### src/rtl/mesh_cs_pkg.sv
package mesh_cs_pkg;
  localparam int NUM_PORTS = 5;
  localparam int PORT_W    = 3;
  localparam int HDR_W     = 3;

  typedef enum logic [HDR_W-1:0] {
    HDR_NONE = 3'd0,
    HDR_REQ  = 3'd1,
    HDR_ACK  = 3'd2,
    HDR_REL  = 3'd3,
    HDR_RELB = 3'd4,
    HDR_KILL = 3'd5
  } hdr_e;

  localparam logic [PORT_W-1:0] PORT_WEST  = 3'd0;
  localparam logic [PORT_W-1:0] PORT_EAST  = 3'd1;
  localparam logic [PORT_W-1:0] PORT_NORTH = 3'd2;
  localparam logic [PORT_W-1:0] PORT_SOUTH = 3'd3;
  localparam logic [PORT_W-1:0] PORT_LOCAL = 3'd4;
endpackage

### src/rtl/mesh_xy_route.sv
module mesh_xy_route
  import mesh_cs_pkg::*;
#(
  parameter int CW = 3
) (
  input  logic [CW-1:0]     my_x_i,
  input  logic [CW-1:0]     my_y_i,
  input  logic [CW-1:0]     dst_x_i,
  input  logic [CW-1:0]     dst_y_i,
  output logic [PORT_W-1:0] port_o
);
  // x first, then y, then local exit
  always_comb begin
    if (dst_x_i > my_x_i)      port_o = PORT_EAST;
    else if (dst_x_i < my_x_i) port_o = PORT_WEST;
    else if (dst_y_i > my_y_i) port_o = PORT_NORTH;
    else if (dst_y_i < my_y_i) port_o = PORT_SOUTH;
    else                       port_o = PORT_LOCAL;
  end
endmodule

### src/rtl/mesh_out_arb.sv
module mesh_out_arb #(
  parameter int NP = 5
) (
  input  logic          busy_i,
  input  logic [NP-1:0] req_i,
  output logic [NP-1:0] gnt_o
);
  // lowest requesting index wins; nothing granted while held
  always_comb begin
    gnt_o = '0;
    if (!busy_i) begin
      for (int i = NP - 1; i >= 0; i--) begin
        if (req_i[i]) begin
          gnt_o    = '0;
          gnt_o[i] = 1'b1;
        end
      end
    end
  end
endmodule

### src/rtl/mesh_route_table.sv
module mesh_route_table #(
  parameter int NP = 5,
  parameter int PW = 3
) (
  input  logic          clk_i,
  input  logic          rst_ni,
  input  logic [NP-1:0] set_i,
  input  logic [PW-1:0] set_src_i [NP],
  input  logic [NP-1:0] clr_i,
  output logic [NP-1:0] out_busy_o,
  output logic [PW-1:0] out_src_o [NP],
  output logic [NP-1:0] in_busy_o,
  output logic [PW-1:0] in_dst_o  [NP]
);
  logic [NP-1:0] busy_q;
  logic [PW-1:0] src_q [NP];

  // entries are keyed by output; set and clear never hit one entry together
  always_ff @(posedge clk_i or negedge rst_ni) begin
    if (!rst_ni) begin
      busy_q <= '0;
      for (int o = 0; o < NP; o++) src_q[o] <= '0;
    end else begin
      for (int o = 0; o < NP; o++) begin
        if (set_i[o]) begin
          busy_q[o] <= 1'b1;
          src_q[o]  <= set_src_i[o];
        end else if (clr_i[o]) begin
          busy_q[o] <= 1'b0;
        end
      end
    end
  end

  // reverse view: which output does each input own
  always_comb begin
    in_busy_o = '0;
    for (int i = 0; i < NP; i++) in_dst_o[i] = '0;
    for (int i = 0; i < NP; i++) begin
      for (int o = 0; o < NP; o++) begin
        if (busy_q[o] && src_q[o] == PW'(i)) begin
          in_busy_o[i] = 1'b1;
          in_dst_o[i]  = PW'(o);
        end
      end
    end
  end

  assign out_busy_o = busy_q;
  assign out_src_o  = src_q;
endmodule

### src/rtl/mesh_cs_router.sv
module mesh_cs_router
  import mesh_cs_pkg::*;
#(
  parameter int CW = 3
) (
  input  logic                        clk_i,
  input  logic                        rst_ni,
  input  logic [CW-1:0]               my_x_i,
  input  logic [CW-1:0]               my_y_i,
  input  logic [NUM_PORTS-1:0]        fwd_vld_i,
  input  logic [NUM_PORTS*HDR_W-1:0]  fwd_hdr_i,
  input  logic [NUM_PORTS*2*CW-1:0]   fwd_dst_i,
  input  logic [NUM_PORTS-1:0]        bwd_vld_i,
  input  logic [NUM_PORTS*HDR_W-1:0]  bwd_hdr_i,
  output logic [NUM_PORTS-1:0]        fwd_vld_o,
  output logic [NUM_PORTS*HDR_W-1:0]  fwd_hdr_o,
  output logic [NUM_PORTS*2*CW-1:0]   fwd_dst_o,
  output logic [NUM_PORTS-1:0]        bwd_vld_o,
  output logic [NUM_PORTS*HDR_W-1:0]  bwd_hdr_o,
  output logic                        err_o
);
  localparam int NP = NUM_PORTS;
  localparam int PW = PORT_W;
  localparam int HW = HDR_W;
  localparam int DW = 2 * CW;

  logic [PW-1:0] route [NP];
  logic [NP-1:0] f_req, f_rel, f_bad, b_ack, b_tear, b_bad;
  logic [NP-1:0] req_elig, won, kill_local;
  logic [NP-1:0] arb_req [NP];
  logic [NP-1:0] arb_gnt [NP];
  logic [NP-1:0] set_vec, clr_vec;
  logic [PW-1:0] set_src [NP];
  logic [NP-1:0] out_busy, in_busy;
  logic [PW-1:0] out_src [NP];
  logic [PW-1:0] in_dst  [NP];

  logic [NP-1:0]    fwd_vld_d, bwd_vld_d;
  logic [NP*HW-1:0] fwd_hdr_d, bwd_hdr_d;
  logic [NP*DW-1:0] fwd_dst_d;
  logic             err_d;

  for (genvar i = 0; i < NP; i++) begin : g_route
    mesh_xy_route #(.CW(CW)) u_route (
      .my_x_i (my_x_i),
      .my_y_i (my_y_i),
      .dst_x_i(fwd_dst_i[i*DW+CW +: CW]),
      .dst_y_i(fwd_dst_i[i*DW +: CW]),
      .port_o (route[i])
    );
  end

  // lane decode
  always_comb begin
    for (int i = 0; i < NP; i++) begin
      f_req[i]  = fwd_vld_i[i] && fwd_hdr_i[i*HW +: HW] == HDR_REQ;
      f_rel[i]  = fwd_vld_i[i] && fwd_hdr_i[i*HW +: HW] == HDR_REL;
      f_bad[i]  = fwd_vld_i[i] && !f_req[i] && !f_rel[i];
      b_ack[i]  = bwd_vld_i[i] && bwd_hdr_i[i*HW +: HW] == HDR_ACK;
      b_tear[i] = bwd_vld_i[i] && (bwd_hdr_i[i*HW +: HW] == HDR_RELB ||
                                   bwd_hdr_i[i*HW +: HW] == HDR_KILL);
      b_bad[i]  = bwd_vld_i[i] && !b_ack[i] && !b_tear[i];
    end
  end

  assign req_elig = f_req & ~in_busy;

  always_comb begin
    for (int o = 0; o < NP; o++)
      for (int i = 0; i < NP; i++)
        arb_req[o][i] = req_elig[i] && route[i] == PW'(o);
  end

  for (genvar o = 0; o < NP; o++) begin : g_arb
    mesh_out_arb #(.NP(NP)) u_arb (
      .busy_i(out_busy[o]),
      .req_i (arb_req[o]),
      .gnt_o (arb_gnt[o])
    );
  end

  always_comb begin
    won = '0;
    for (int o = 0; o < NP; o++) begin
      set_vec[o] = |arb_gnt[o];
      set_src[o] = '0;
      clr_vec[o] = b_tear[o] && out_busy[o];
      for (int i = 0; i < NP; i++) begin
        if (arb_gnt[o][i]) begin
          set_src[o] = PW'(i);
          won[i]     = 1'b1;
        end
      end
    end
  end

  assign kill_local = req_elig & ~won;

  mesh_route_table #(.NP(NP), .PW(PW)) u_table (
    .clk_i     (clk_i),
    .rst_ni    (rst_ni),
    .set_i     (set_vec),
    .set_src_i (set_src),
    .clr_i     (clr_vec),
    .out_busy_o(out_busy),
    .out_src_o (out_src),
    .in_busy_o (in_busy),
    .in_dst_o  (in_dst)
  );

  // next output messages; forward REQ needs a free output, REL a held one
  always_comb begin
    fwd_vld_d = '0;
    fwd_hdr_d = '0;
    fwd_dst_d = '0;
    bwd_vld_d = '0;
    bwd_hdr_d = '0;
    for (int o = 0; o < NP; o++) begin
      for (int i = 0; i < NP; i++) begin
        if (arb_gnt[o][i]) begin
          fwd_vld_d[o]           = 1'b1;
          fwd_hdr_d[o*HW +: HW]  = HDR_REQ;
          fwd_dst_d[o*DW +: DW]  = fwd_dst_i[i*DW +: DW];
        end
        if (f_rel[i] && in_busy[i] && in_dst[i] == PW'(o)) begin
          fwd_vld_d[o]           = 1'b1;
          fwd_hdr_d[o*HW +: HW]  = HDR_REL;
        end
      end
    end
    for (int p = 0; p < NP; p++) begin
      if (kill_local[p]) begin
        bwd_vld_d[p]          = 1'b1;
        bwd_hdr_d[p*HW +: HW] = HDR_KILL;
      end
      for (int q = 0; q < NP; q++) begin
        if ((b_ack[q] || b_tear[q]) && out_busy[q] && out_src[q] == PW'(p)) begin
          bwd_vld_d[p]          = 1'b1;
          bwd_hdr_d[p*HW +: HW] = bwd_hdr_i[q*HW +: HW];
        end
      end
    end
    err_d = |(f_bad | (f_req & in_busy) | (f_rel & ~in_busy) | b_bad |
              ((b_ack | b_tear) & ~out_busy));
  end

  always_ff @(posedge clk_i or negedge rst_ni) begin
    if (!rst_ni) begin
      fwd_vld_o <= '0;
      fwd_hdr_o <= '0;
      fwd_dst_o <= '0;
      bwd_vld_o <= '0;
      bwd_hdr_o <= '0;
      err_o     <= 1'b0;
    end else begin
      fwd_vld_o <= fwd_vld_d;
      fwd_hdr_o <= fwd_hdr_d;
      fwd_dst_o <= fwd_dst_d;
      bwd_vld_o <= bwd_vld_d;
      bwd_hdr_o <= bwd_hdr_d;
      err_o     <= err_d;
    end
  end
endmodule

### config.mk
export PLATFORM = sky130hd
export DESIGN_NAME = mesh_cs_router
export DESIGN_NICKNAME = d
export VERILOG_FILES = /design/src/rtl/mesh_cs_pkg.sv /design/src/rtl/mesh_xy_route.sv /design/src/rtl/mesh_out_arb.sv /design/src/rtl/mesh_route_table.sv /design/src/rtl/mesh_cs_router.sv
export SDC_FILE = /design/constraint.sdc
export NUM_CORES = 1
export LEC_CHECK = 0
export ABC_AREA = 1
export CAP_MARGIN = 10
export CORE_MARGIN = 5
export CORE_UTILIZATION = 57
export CTS_CLUSTER_SIZE = 28
export DETAILED_ROUTE_END_ITERATION = 12
export DONT_BUFFER_PORTS = 1
export GPL_TIMING_DRIVEN = 0
export PLACE_DENSITY = 0.82
export SLEW_MARGIN = 20
export SYNTH_ARGS = -nofsm -noshare
export SYNTH_HDL_FRONTEND = slang
export SYNTH_SLANG_ARGS = --single-unit
export TNS_END_PERCENT = 30
### constraint.sdc
create_clock -name clk_i -period 2 [get_ports clk_i]
set_input_delay 0.2 -clock clk_i [delete_from_list [all_inputs] [get_ports clk_i]]
set_output_delay 0.2 -clock clk_i [all_outputs]
set_load 0.02 [all_outputs]
# ---- Word-level counts from Yosys, hierarchy flattened
# Index checks and enable logic that the tools add are counted.
dict set report word_totals {
  register_bits 91
  input_bits 78
}
dict set report classes {
  reduce_logical 211
  n_bitwise 13
  n_lt_le_gt_ge 20
  n_eq_ne 85
  n_mux 334
}
# op n
set op_table {}
lappend op_table {{3-bit two-way mux} 115}
lappend op_table {{1-bit logical AND} 155}
lappend op_table {{1-bit two-way mux} 154}
lappend op_table {{5-bit two-way mux} 30}
lappend op_table {{6-bit two-way mux} 25}
lappend op_table {{3-bit by 2-bit == test with 1-bit output, second input constant} 40}
lappend op_table {{3-bit == test, second input constant} 25}
lappend op_table {{3-bit by 1-bit == test with 1-bit output, second input constant} 20}
lappend op_table {{3-bit zero test} 15}
lappend op_table {{3-bit > comparator} 10}
lappend op_table {{3-bit less-than comparator} 10}
lappend op_table {{5-bit OR reduction} 6}
lappend op_table {{5-bit AND} 5}
lappend op_table {{5-bit OR} 5}
lappend op_table {{1-bit zero test} 20}
lappend op_table {{2-bit two-way mux} 10}
lappend op_table {{5-bit inverter} 3}
lappend op_table {{1-bit logical OR} 10}
lappend op_table {{2-bit nonzero test} 5}

# ---- Depth between registers and ports, before layout
# Gate-level depths: netlist of the first run.
dict set report logic_depth {
  ltp_word 29
  ltp_mapped 19
}

# ---- By module
# A second synthesis of the first run with hierarchy kept.
dict set report hier_totals {
  hier_cells 1303
  hier_area_um2 7818.7
}
# module seq_area_each_um2 n_inst cells_per_inst area_per_inst_um2
set by_module_without_submodules {}
lappend by_module_without_submodules {mesh_cs_router 1526.5 1 884 5411.4}
lappend by_module_without_submodules {mesh_route_table 500.5 1 164 1143.6}
lappend by_module_without_submodules {mesh_xy_route 0.0 5 38 201.4}
lappend by_module_without_submodules {mesh_out_arb 0.0 5 13 51.3}

# ---- Worst setup path after synthesis of the first run
# OpenSTA, ideal clock, no wires.
dict set report synth_timing {
  kind {input-to-reg}
  startpoint {input my_x_i[2]}
  endpoint {register u_table.src_q, in the netlist u_table.out_src_o[6]}
  cell_stages 15
  arrival_time_ps 1929
  slack_ps -60
  t_required_ps 1869
  path_buffers 0
  path_cell_list {inv_1 > ha_1 > nand2_1 > nor2_1 > nor2_1 > nor2_1 > nand3_1 > nor2_2 > inv_2 > nor2_1 > inv_1 > nand4_1 > inv_2 > nand2_1 > nand3_1}
}
dict set report synth_via {
  elab_chain_cells 14
}
# item line_no
set synth_rtl {}
lappend synth_rtl {{start, declared} mesh_cs_router.sv:8} ;# input logic [CW-1:0] my_x_i,
lappend synth_rtl {{3-bit less-than comparator} mesh_xy_route.sv:15} ;# else if (dst_x_i < my_x_i) port_o = PORT_WEST;
lappend synth_rtl {{3-bit two-way mux} mesh_xy_route.sv:15}
lappend synth_rtl {{3-bit two-way mux} mesh_xy_route.sv:14} ;# if (dst_x_i > my_x_i) port_o = PORT_EAST;
lappend synth_rtl {{3-bit by 2-bit == test with 1-bit output} mesh_cs_router.sv:71} ;# arb_req[o][i] = req_elig[i] && route[i] == PW'(o);
lappend synth_rtl {{1-bit logical AND} mesh_cs_router.sv:71}
lappend synth_rtl {{5-bit two-way mux (3 in a row)} mesh_out_arb.sv:13} ;# if (req_i[i]) begin
lappend synth_rtl {{5-bit two-way mux *} mesh_out_arb.sv:13}
lappend synth_rtl {{5-bit two-way mux *} mesh_out_arb.sv:11} ;# if (!busy_i) begin
lappend synth_rtl {{1-bit two-way mux} mesh_cs_router.sv:89} ;# if (arb_gnt[o][i]) begin
lappend synth_rtl {{3-bit two-way mux (3 in a row)} mesh_cs_router.sv:89}
lappend synth_rtl {{end signal, assigned by index} mesh_route_table.sv:27} ;# src_q[o] <= set_src_i[o];
lappend synth_rtl {{end, declared} mesh_route_table.sv:16} ;# logic [PW-1:0] src_q [NP];
# Mark *: on every way between the ends. The rest lies on a longest branch, timed or not.
# A chain may end at the register's enable or synchronous reset.

# ---- Worst setup path in the final report of the first run
dict set report layout_timing {
  startpoint {register u_table.busy_q[0], in the netlist u_table.out_busy_o[0]}
  endpoint {register fwd_vld_o[2]}
}
dict set report layout_via {
  elab_chain_cells 24
}
# item line_no
set layout_rtl {}
lappend layout_rtl {{start, declared} mesh_route_table.sv:15} ;# logic [NP-1:0] busy_q;
lappend layout_rtl {{start signal, assigned} mesh_route_table.sv:21} ;# busy_q <= '0;
lappend layout_rtl {{start signal, assigned by index} mesh_route_table.sv:26} ;# busy_q[o] <= 1'b1;
lappend layout_rtl {{start signal, assigned by index} mesh_route_table.sv:29} ;# busy_q[o] <= 1'b0;
lappend layout_rtl {{1-bit logical AND} mesh_route_table.sv:41} ;# if (busy_q[o] && src_q[o] == PW'(i)) begin
lappend layout_rtl {{1-bit two-way mux (5 in a row)} mesh_route_table.sv:41}
lappend layout_rtl {{5-bit inverter} mesh_cs_router.sv:66} ;# assign req_elig = f_req & ~in_busy;
lappend layout_rtl {{5-bit AND} mesh_cs_router.sv:66}
lappend layout_rtl {{1-bit logical AND} mesh_cs_router.sv:71}
lappend layout_rtl {{5-bit two-way mux (4 in a row)} mesh_out_arb.sv:13}
lappend layout_rtl {{5-bit two-way mux} mesh_out_arb.sv:11}
lappend layout_rtl {{1-bit two-way mux} mesh_cs_router.sv:120} ;# if (arb_gnt[o][i]) begin
lappend layout_rtl {{1-bit two-way mux} mesh_cs_router.sv:125} ;# if (f_rel[i] && in_busy[i] && in_dst[i] == PW'(o)) begin
lappend layout_rtl {{1-bit two-way mux} mesh_cs_router.sv:120}
lappend layout_rtl {{1-bit two-way mux} mesh_cs_router.sv:125}
lappend layout_rtl {{1-bit two-way mux} mesh_cs_router.sv:120}
lappend layout_rtl {{1-bit two-way mux} mesh_cs_router.sv:125}
lappend layout_rtl {{1-bit two-way mux} mesh_cs_router.sv:120}
lappend layout_rtl {{1-bit two-way mux} mesh_cs_router.sv:125}
lappend layout_rtl {{1-bit two-way mux} mesh_cs_router.sv:120}
lappend layout_rtl {{1-bit two-way mux *} mesh_cs_router.sv:125}
lappend layout_rtl {{end signal, assigned} mesh_cs_router.sv:156} ;# fwd_vld_o <= fwd_vld_d;
lappend layout_rtl {{end, declared} mesh_cs_router.sv:15} ;# output logic [NUM_PORTS-1:0] fwd_vld_o,
# Marked as above.

==> qor.yml, run 1 <==
power:
  cellPowerDensity_nw_per_um2: 718.7
  p_leak_uw: 0.004774
  peakVddDrop_mv: 0.5839
  swShare: 0.4115
  total_power_uw: 6577
  p_clk_frac: 0.285
  p_int_uw: 3870
  seq_power_share: 0.340
  p_sw_uw: 2706
  comb_power_share: 0.375
route:
  drc_errors: 0
  drtIter0Drc: 1415
  avgRoutedWirePerCell_um: 21.38
  dr.pass1.iters: 6
  wl_um: 29440
  ant_nets: 0
  drt-vias-per-instance: 6.280
  vias: 8647
final_layout:
  fill_cells: 961
  register_area_um2: 2044
  area_delta_synth_final_pct: 30.61
  drive_above_1_share: 0.2569
  multiInputGateArea_um2: 4861
  finalNonFillerCells: 1377
  diodes: 0
  final_nets: 1333
grt:
  antenna_found_initial: 0
  grt_max_degree: 82
  grt_pass1_wl_um: 43640
  use_met1: 0.5420
  track_usage: 0.3915
  use_met3: 0.1650
  grt_most_used_layer: "met2"
  grt_pass1_vias: 7929
  use_met2: 0.5554
  gr-total-overflow: 0
synth:
  syn_area_per_cell_um2: 6.318
  ys_seq_elements: 81
  synth_edf_count: 0
  async_reset_ff_frac: 1.000
  yosys_warnings: 0
  synth_cells: 1109
  netlist.area_leader.share: 0.2893
  synth.cell_area_um2: 7007
  synth_cell_types: 41
  synthFlopType: "dfrtp_1"
  seq_area_frac_synth: 0.2893
  synthTopCellsByArea: "dfrtp_1, nand2_1, inv_1"
  synth_top_cell_by_area: "dfrtp_1"
die:
  fp.dieH_um: 120.9
  die_area_um2: 14610
  die_w_um: 120.9
  core_um2: 12010
  num_rows: 40
  ioPinCount: 149
  start_util: 0.5833
timing:
  period_minus_slack_ns: 2.372
  maxSlewViolCount: 0
  hold_viol: 81
  setup_viol: 72
  post-route-period-util: 1.186
  whs_ns: -0.4712
  fin_ws_ns: -0.3715
  slew_headroom: 0.3491
  fin_skew_ns: 0.009492
  tightest_slew_ns: 0.9689
  fmax_ghz: 0.4217
  rsz0062_at_grt: "yes"
placement:
  portBuffers: 0
  place_inst: 1260
  gp_congestion: 1.027
  dp_slack_ns: -0.7686
  hpwlAfterDp_um: 21180
flow_run:
  maxCapViolations: 0
worst_setup_path:
  critPathSlowestCell: "dfrtp_2"
  cp.arrival_ns: 2.59
  crit_path_start_kind: "flip-flop"
  critical_path.startpoint: "u_table.out_busy_o[0]$_DFFE_PN0P_"
  r2r_start: "u_table.out_busy_o[0]$_DFFE_PN0P_"
  crit_chain: "inv_2 > nor2_4 > nand2_4 > nand3_4 > nor2_4 > nand2_4 > nor2_4 > nor2_4 > nand3_4 > inv_4 > nor2_4 > nand4_1 > inv_2 > nand3_2"
  r2r_setup_slack_ns: -0.37
  r2r_end: "fwd_vld_o[2]$_DFF_PN0_"
  cp.required_ns: 2.22
  r2r_cells: 14
  path_buf_inv: 3
  cpPeakStageDelay_ns: 0.45
  path_delay_family: "simple AND/OR/NAND/NOR gates"
  cp_max_fo: 5
  end_kind: "flip-flop"
  cp_common_cell: "nor2_4"
  critical_path_class: "flip-flop to flip-flop"
clock_network:
  cts_tree: "done"
  htreeDepth: 3
  cts-root-buf: "clkbuf_16"
  numCtsBuffers: 9
  clock_path_buffers: 2
  hold_buffers: 20
  cts.sinks: 81
  insertion_delay_ns: 0.36
  clk_pin_slew_worst_paths_ns: 0.07
worst_hold_path:
  worst_hold_path_type: "primary input to async pin"
status:
  violations: "hold timing, setup timing"
  status: "complete, but fails checks"
==> state kept, by name, summed over array words and instances, names as in the netlist <==
| signal | count |
|---|---|
| bwd_hdr_o | 15 |
| bwd_vld_o | 5 |
| err_o | 1 |
| fwd_dst_o | 30 |
| fwd_hdr_o | 5 |
| fwd_vld_o | 5 |
| u_table.out_busy_o | 5 |
| u_table.out_src_o | 15 |
==> power groups by stage <==
stage          Sequential, uW  Combinational [uW]  Clock (uW)
2_1_floorplan            2130                1140           0
3_3_place_gp             2190                1490           0
3_5_place_dp             2190                1510           0
4_1_cts                  2180                2000        1870
5_1_grt                  2260                2640        1940
6_report                 2230                2470        1870
==> area by class of cell <==
cell class,instances,share of cell area
Tap cell,147,0.02010
Inverter,214,0.08969
Sequential cell,81,0.2234
Buffer,11,0.009434
Multi-Input combinational cell,807,0.5312
Clock buffer,9,0.02461
Timing Repair Buffer,101,0.09037
Clock inverter,7,0.01121
==> routing by layer <==
metal	part of all wire	routed length (um)
met1	0.39	11480
met2	0.42	12290
met3	0.16	4719
met4	0.032	952
met5	0	0
==> what timing repair did <==
item,4_1_cts,5_1_grt
pin swaps,32,43
endpoints found under the setup margin,75,75
resized for setup,134,91
hold endpoints to repair,104,81
buffers inserted,52,29
==> layout by cell type, fill, tap and decap left out, types with 30 or more instances in the layout <==
cell type	count
nand2_1	226
o22ai_1	31
nand3_1	78
o21ai_0	46
ha_1	30
nor2_1	99
dfrtp_1	67
nor2_4	31
nor2_2	35
buf_4	86
inv_1	183
==> synth_stat cells, types with 5 or more instances <==
cell / instances
nand2_2: 8
dfrtp_1: 81
o221ai_1: 6
nor2_1: 151
nand3_1: 105
a21oi_1: 28
nand3_2: 8
o22ai_1: 33
ha_1: 30
nand3b_1: 7
nor3_1: 27
inv_2: 18
nor3_2: 5
nand2_1: 253
nor4_1: 5
o21ai_0: 54
o21ai_1: 10
nor2_2: 10
buf_4: 11
inv_1: 195
a31oi_1: 6
nand4_1: 21
==> through the flow <==
stage          instance area, um^2  utilization  hold slack (ns)  setup TNS [ns]
5_1_grt                       9151       0.7619          -0.4810          -18.31
2_1_floorplan                 7029            -         -0.09559               0
4_1_cts                       8601       0.7160          -0.4739          -7.205
6_report                      9151       0.7619          -0.4712          -12.37
3_5_place_dp                  7213       0.6005         -0.09367          -33.73
3_3_place_gp                  7213       0.6005         -0.09405          -33.94
==> worst register-to-register path, stage by stage (launching register included) <==
cell and delay [ns]:
dfrtp_2 0.45, inv_2 0.11, nor2_4 0.06, nand2_4 0.10, nand3_4 0.09, nor2_4 0.22, nand2_4 0.14, nor2_4 0.22
nor2_4 0.08, nand3_4 0.13, inv_4 0.05, nor2_4 0.08, nand4_1 0.20, inv_2 0.23, nand3_2 0.09
==> how the worst max path moves through the flow <==
stage | end | slack (ns) | depth (start not counted)
floorplan | u_table.out_src_o[6]$_DFFE_PN0P_ | 0.03 | 15
global placement | fwd_vld_o[2]$_DFF_PN0_ | -0.73 | 12
detailed placement | u_table.out_src_o[6]$_DFFE_PN0P_ | -0.77 | 15
CTS | fwd_vld_o[2]$_DFF_PN0_ | -0.21 | 14
global route | u_table.out_src_o[6]$_DFFE_PN0P_ | -0.43 | 15
finish | fwd_vld_o[2]$_DFF_PN0_ | -0.37 | 14
==> cell families after synthesis <==
logic type | share of synthesized area
AND/OR/NAND/NOR | 0.3975
buffers and inverters | 0.1264
AO/OA/AOI/OAI | 0.1327
flip-flops | 0.2893
adder cells (fa/ha/maj) | 0.05357
other | 0.0005352
No activity file was read; power rests on OpenSTA's default activity.
==> inputs of run 2 (changes only) <==
clock period = 2.1 ns   (was 2 ns; I/O delays follow)
==> run 2 against run 1 <==
Compared with the run above: the flow still finishes with violations (hold timing, setup timing); sequential cell count unchanged; via count increased by 1.9%; worst setup slack improved by 0.084 ns; count of clock-buffer cells in the layout increased by 2; critical path type unchanged; critical endpoint is now fwd_dst_o[13]$_DFF_PN0_; highest routed layer unchanged.
==> qor.yml, run 2 (synthesized netlist as in run 1, its figures left out) <==
die:
  die_area_um2: 14610  # unchanged
  num_rows: 40  # unchanged
  start_util: 0.5833  # unchanged
  core_um2: 12010  # unchanged
  die_w_um: 120.9  # unchanged
  fp.dieH_um: 120.9  # unchanged
  ioPinCount: 149  # unchanged
power:
  p_int_uw: 3577  # -7.6%
  seq_power_share: 0.343  # +0.003
  p_sw_uw: 2640  # -2.4%
  p_clk_frac: 0.249  # -0.036
  p_leak_uw: 0.004939  # +3.5%
  swShare: 0.4247  # +0.01317
  cellPowerDensity_nw_per_um2: 655.7  # -8.8%
  comb_power_share: 0.408  # +0.033
  total_power_uw: 6217  # -5.5%
  peakVddDrop_mv: 0.3710  # -36%
grt:
  grt_max_degree: 82  # unchanged
  gr-total-overflow: 0  # unchanged
  grt_pass1_vias: 7757  # -2.2%
  antenna_found_initial: 0  # unchanged
  track_usage: 0.3832  # -0.008323
  grt_pass1_wl_um: 42850  # -1.8%
final_layout:
  drive_above_1_share: 0.2858  # +0.02892
  area_delta_synth_final_pct: 35.32
  top_register: "fwd_dst_o"
  diodes: 0  # unchanged
  final_util: 0.7894  # +0.02750
  final_nets: 1352  # +1.4%
  fill_cells: 876  # -8.8%
  layout_common_cells: "nand2_1, inv_1, buf_4"
  fin_area_um2: 9482  # +3.6%
  largest_reg_flops: 30  # unchanged
  layout_commonest_cell: "nand2_1"
  finalNonFillerCells: 1396  # +1.4%
worst_setup_path:
  crit_chain: "inv_1 > nand3_1 > nor2_1 > nor2_2 > nand3_4 > buf_6 > nor3_4 > nor2_1 > nand4_1 > buf_4 > nand2_1 > nor2_2 > nor2_4"
  critPathSlowestCell: "dfrtp_1"
  path_buf_inv: 3  # unchanged
  critical_path_class: "flip-flop to flip-flop"
  cp.required_ns: 2.36  # +0.14 ns
  cp.arrival_ns: 2.65  # +0.06 ns
  path_delay_family: "simple AND/OR/NAND/NOR gates"
  crit_path_start_kind: "flip-flop"
  cpPeakStageDelay_ns: 0.44  # about the same
  cp_max_fo: 6  # +1
  end_kind: "flip-flop"
timing:
  setup_viol: 58  # -19%
  fmax_ghz: 0.4188  # -0.67%
  maxSlewViolCount: 0  # unchanged
  fin_ws_ns: -0.2876  # +0.08391 ns
  hold_viol: 2  # -98%
  post-route-period-util: 1.137  # -0.04880
  fin_skew_ns: 0.01059  # +0.001102 ns
  slew_headroom: 0.3610  # +0.01190
  rsz0062_at_grt: "yes"
  whs_ns: -0.004459  # +0.4667 ns
  period_minus_slack_ns: 2.388  # +0.01609 ns
  tightest_slew_ns: 0.9533  # -0.01558 ns
clock_network:
  cts.sinks: 81  # unchanged
  cts_tree: "done"
  clock_path_buffers: 2  # unchanged
  cts-root-buf: "clkbuf_16"
  htreeDepth: 3  # unchanged
  insertion_delay_ns: 0.36  # about the same
  clk_pin_slew_worst_paths_ns: 0.06  # about the same
  numCtsBuffers: 9  # unchanged
route:
  vias: 8815  # +1.9%
  drt-vias-per-instance: 6.314  # +0.56%
  drc_errors: 0  # unchanged
  avgRoutedWirePerCell_um: 21.36  # about the same
  drtIter0Drc: 1415  # unchanged
  wl_um: 29820  # +1.3%
  dr.pass1.iters: 9  # +3
  ant_nets: 0  # unchanged
placement:
  place_inst: 1260  # unchanged
  portBuffers: 0  # unchanged
  dp_slack_ns: -0.7499  # +0.01873 ns
  gp_congestion: 1.013  # -1.4%
  dpl_cell_area_um2: 7206  # -0.10%
  hpwlAfterDp_um: 21120  # -0.31%
status:
  violations: "hold timing, setup timing"
  status: "complete, but fails checks"
worst_hold_path:
  worst_hold_path_type: "primary input to flip-flop"
flow_run:
  maxCapViolations: 0  # unchanged
## run 2: worst register-to-register path, delay by kind of cell, from the launching register on
| kind | cells | cell delay (ns) |
|---|---|---|
| buffers and inverters | 3 | 0.49 |
| DFF | 1 | 0.44 |
| and+or+nand+nor | 10 | 1.37 |
## run 2: routing by layer
metal	wire, um	share of wire	GRT usage
met1	11390	0.38	0.5366
met2	12620	0.42	0.5526
met3	4678	0.16	0.1408
met4	1135	0.038	0.1119
met5	0	0	0
## run 2: area by class of cell
| class | instances | area [um^2] | share of cell area |
|---|---|---|---|
| multi-input combinational | 807 | 5051 | 0.5327 |
| clock buffer | 11 | 242.7 | 0.02560 |
| inverter | 214 | 828.3 | 0.08736 |
| buffer | 11 | 86.33 | 0.009105 |
| sequential | 81 | 2043 | 0.2155 |
| clock inverter | 5 | 40.04 | 0.004223 |
| tap | 147 | 183.9 | 0.01940 |
| timing repair buffer | 120 | 1006 | 0.1061 |
## run 2: path summary, 6_finish.rpt
kind / start / to / slack, ns / depth (start not counted)
max: u_table.out_src_o[14]$_DFFE_PN0P_ / fwd_dst_o[13]$_DFF_PN0_ / -0.29 / 13
min reg2reg: u_table.out_src_o[2]$_DFFE_PN0P_ / u_table.out_src_o[2]$_DFFE_PN0P_ / 0.56 / 2
min: fwd_dst_i[27] / fwd_dst_o[3]$_DFF_PN0_ / -0.004 / 2
max in group asynchronous: rst_ni / u_table.out_busy_o[0]$_DFFE_PN0P_ / 1.32 / 2
min in group asynchronous: rst_ni / fwd_dst_o[12]$_DFF_PN0_ / 0.37 / 2
max reg2reg: u_table.out_src_o[14]$_DFFE_PN0P_ / fwd_dst_o[13]$_DFF_PN0_ / -0.29 / 13
## run 2: stage by stage
step / hold WS (ns) / setup TNS (ns)
finish: -0.004459 / -6.579
floorplan: -0.08559 / 0
CTS: -0.4646 / -1.799
detailed placement: -0.08379 / -30.33
global route: 0.001429 / -12.14
global placement: -0.08408 / -31.62
## run 2: timing repair
action	4_1_cts	5_1_grt
hold buffers	13	5
pin swaps	37	47
endpoints found under the setup margin	75	74
cloned	0	0
gates resized for setup	146	124
setup buffers	62	40
endpoints found under the hold margin	104	84
## run 2: power groups by stage
stage                     registers, uW  clock network, uW  logic (uW)
after floorplan                    2030                  0        1090
after global placement             2090                  0        1420
after detailed placement           2080                  0        1420
after CTS                          2090               1550        2020
after global routing               2150               1610        2700
final                              2130               1550        2540
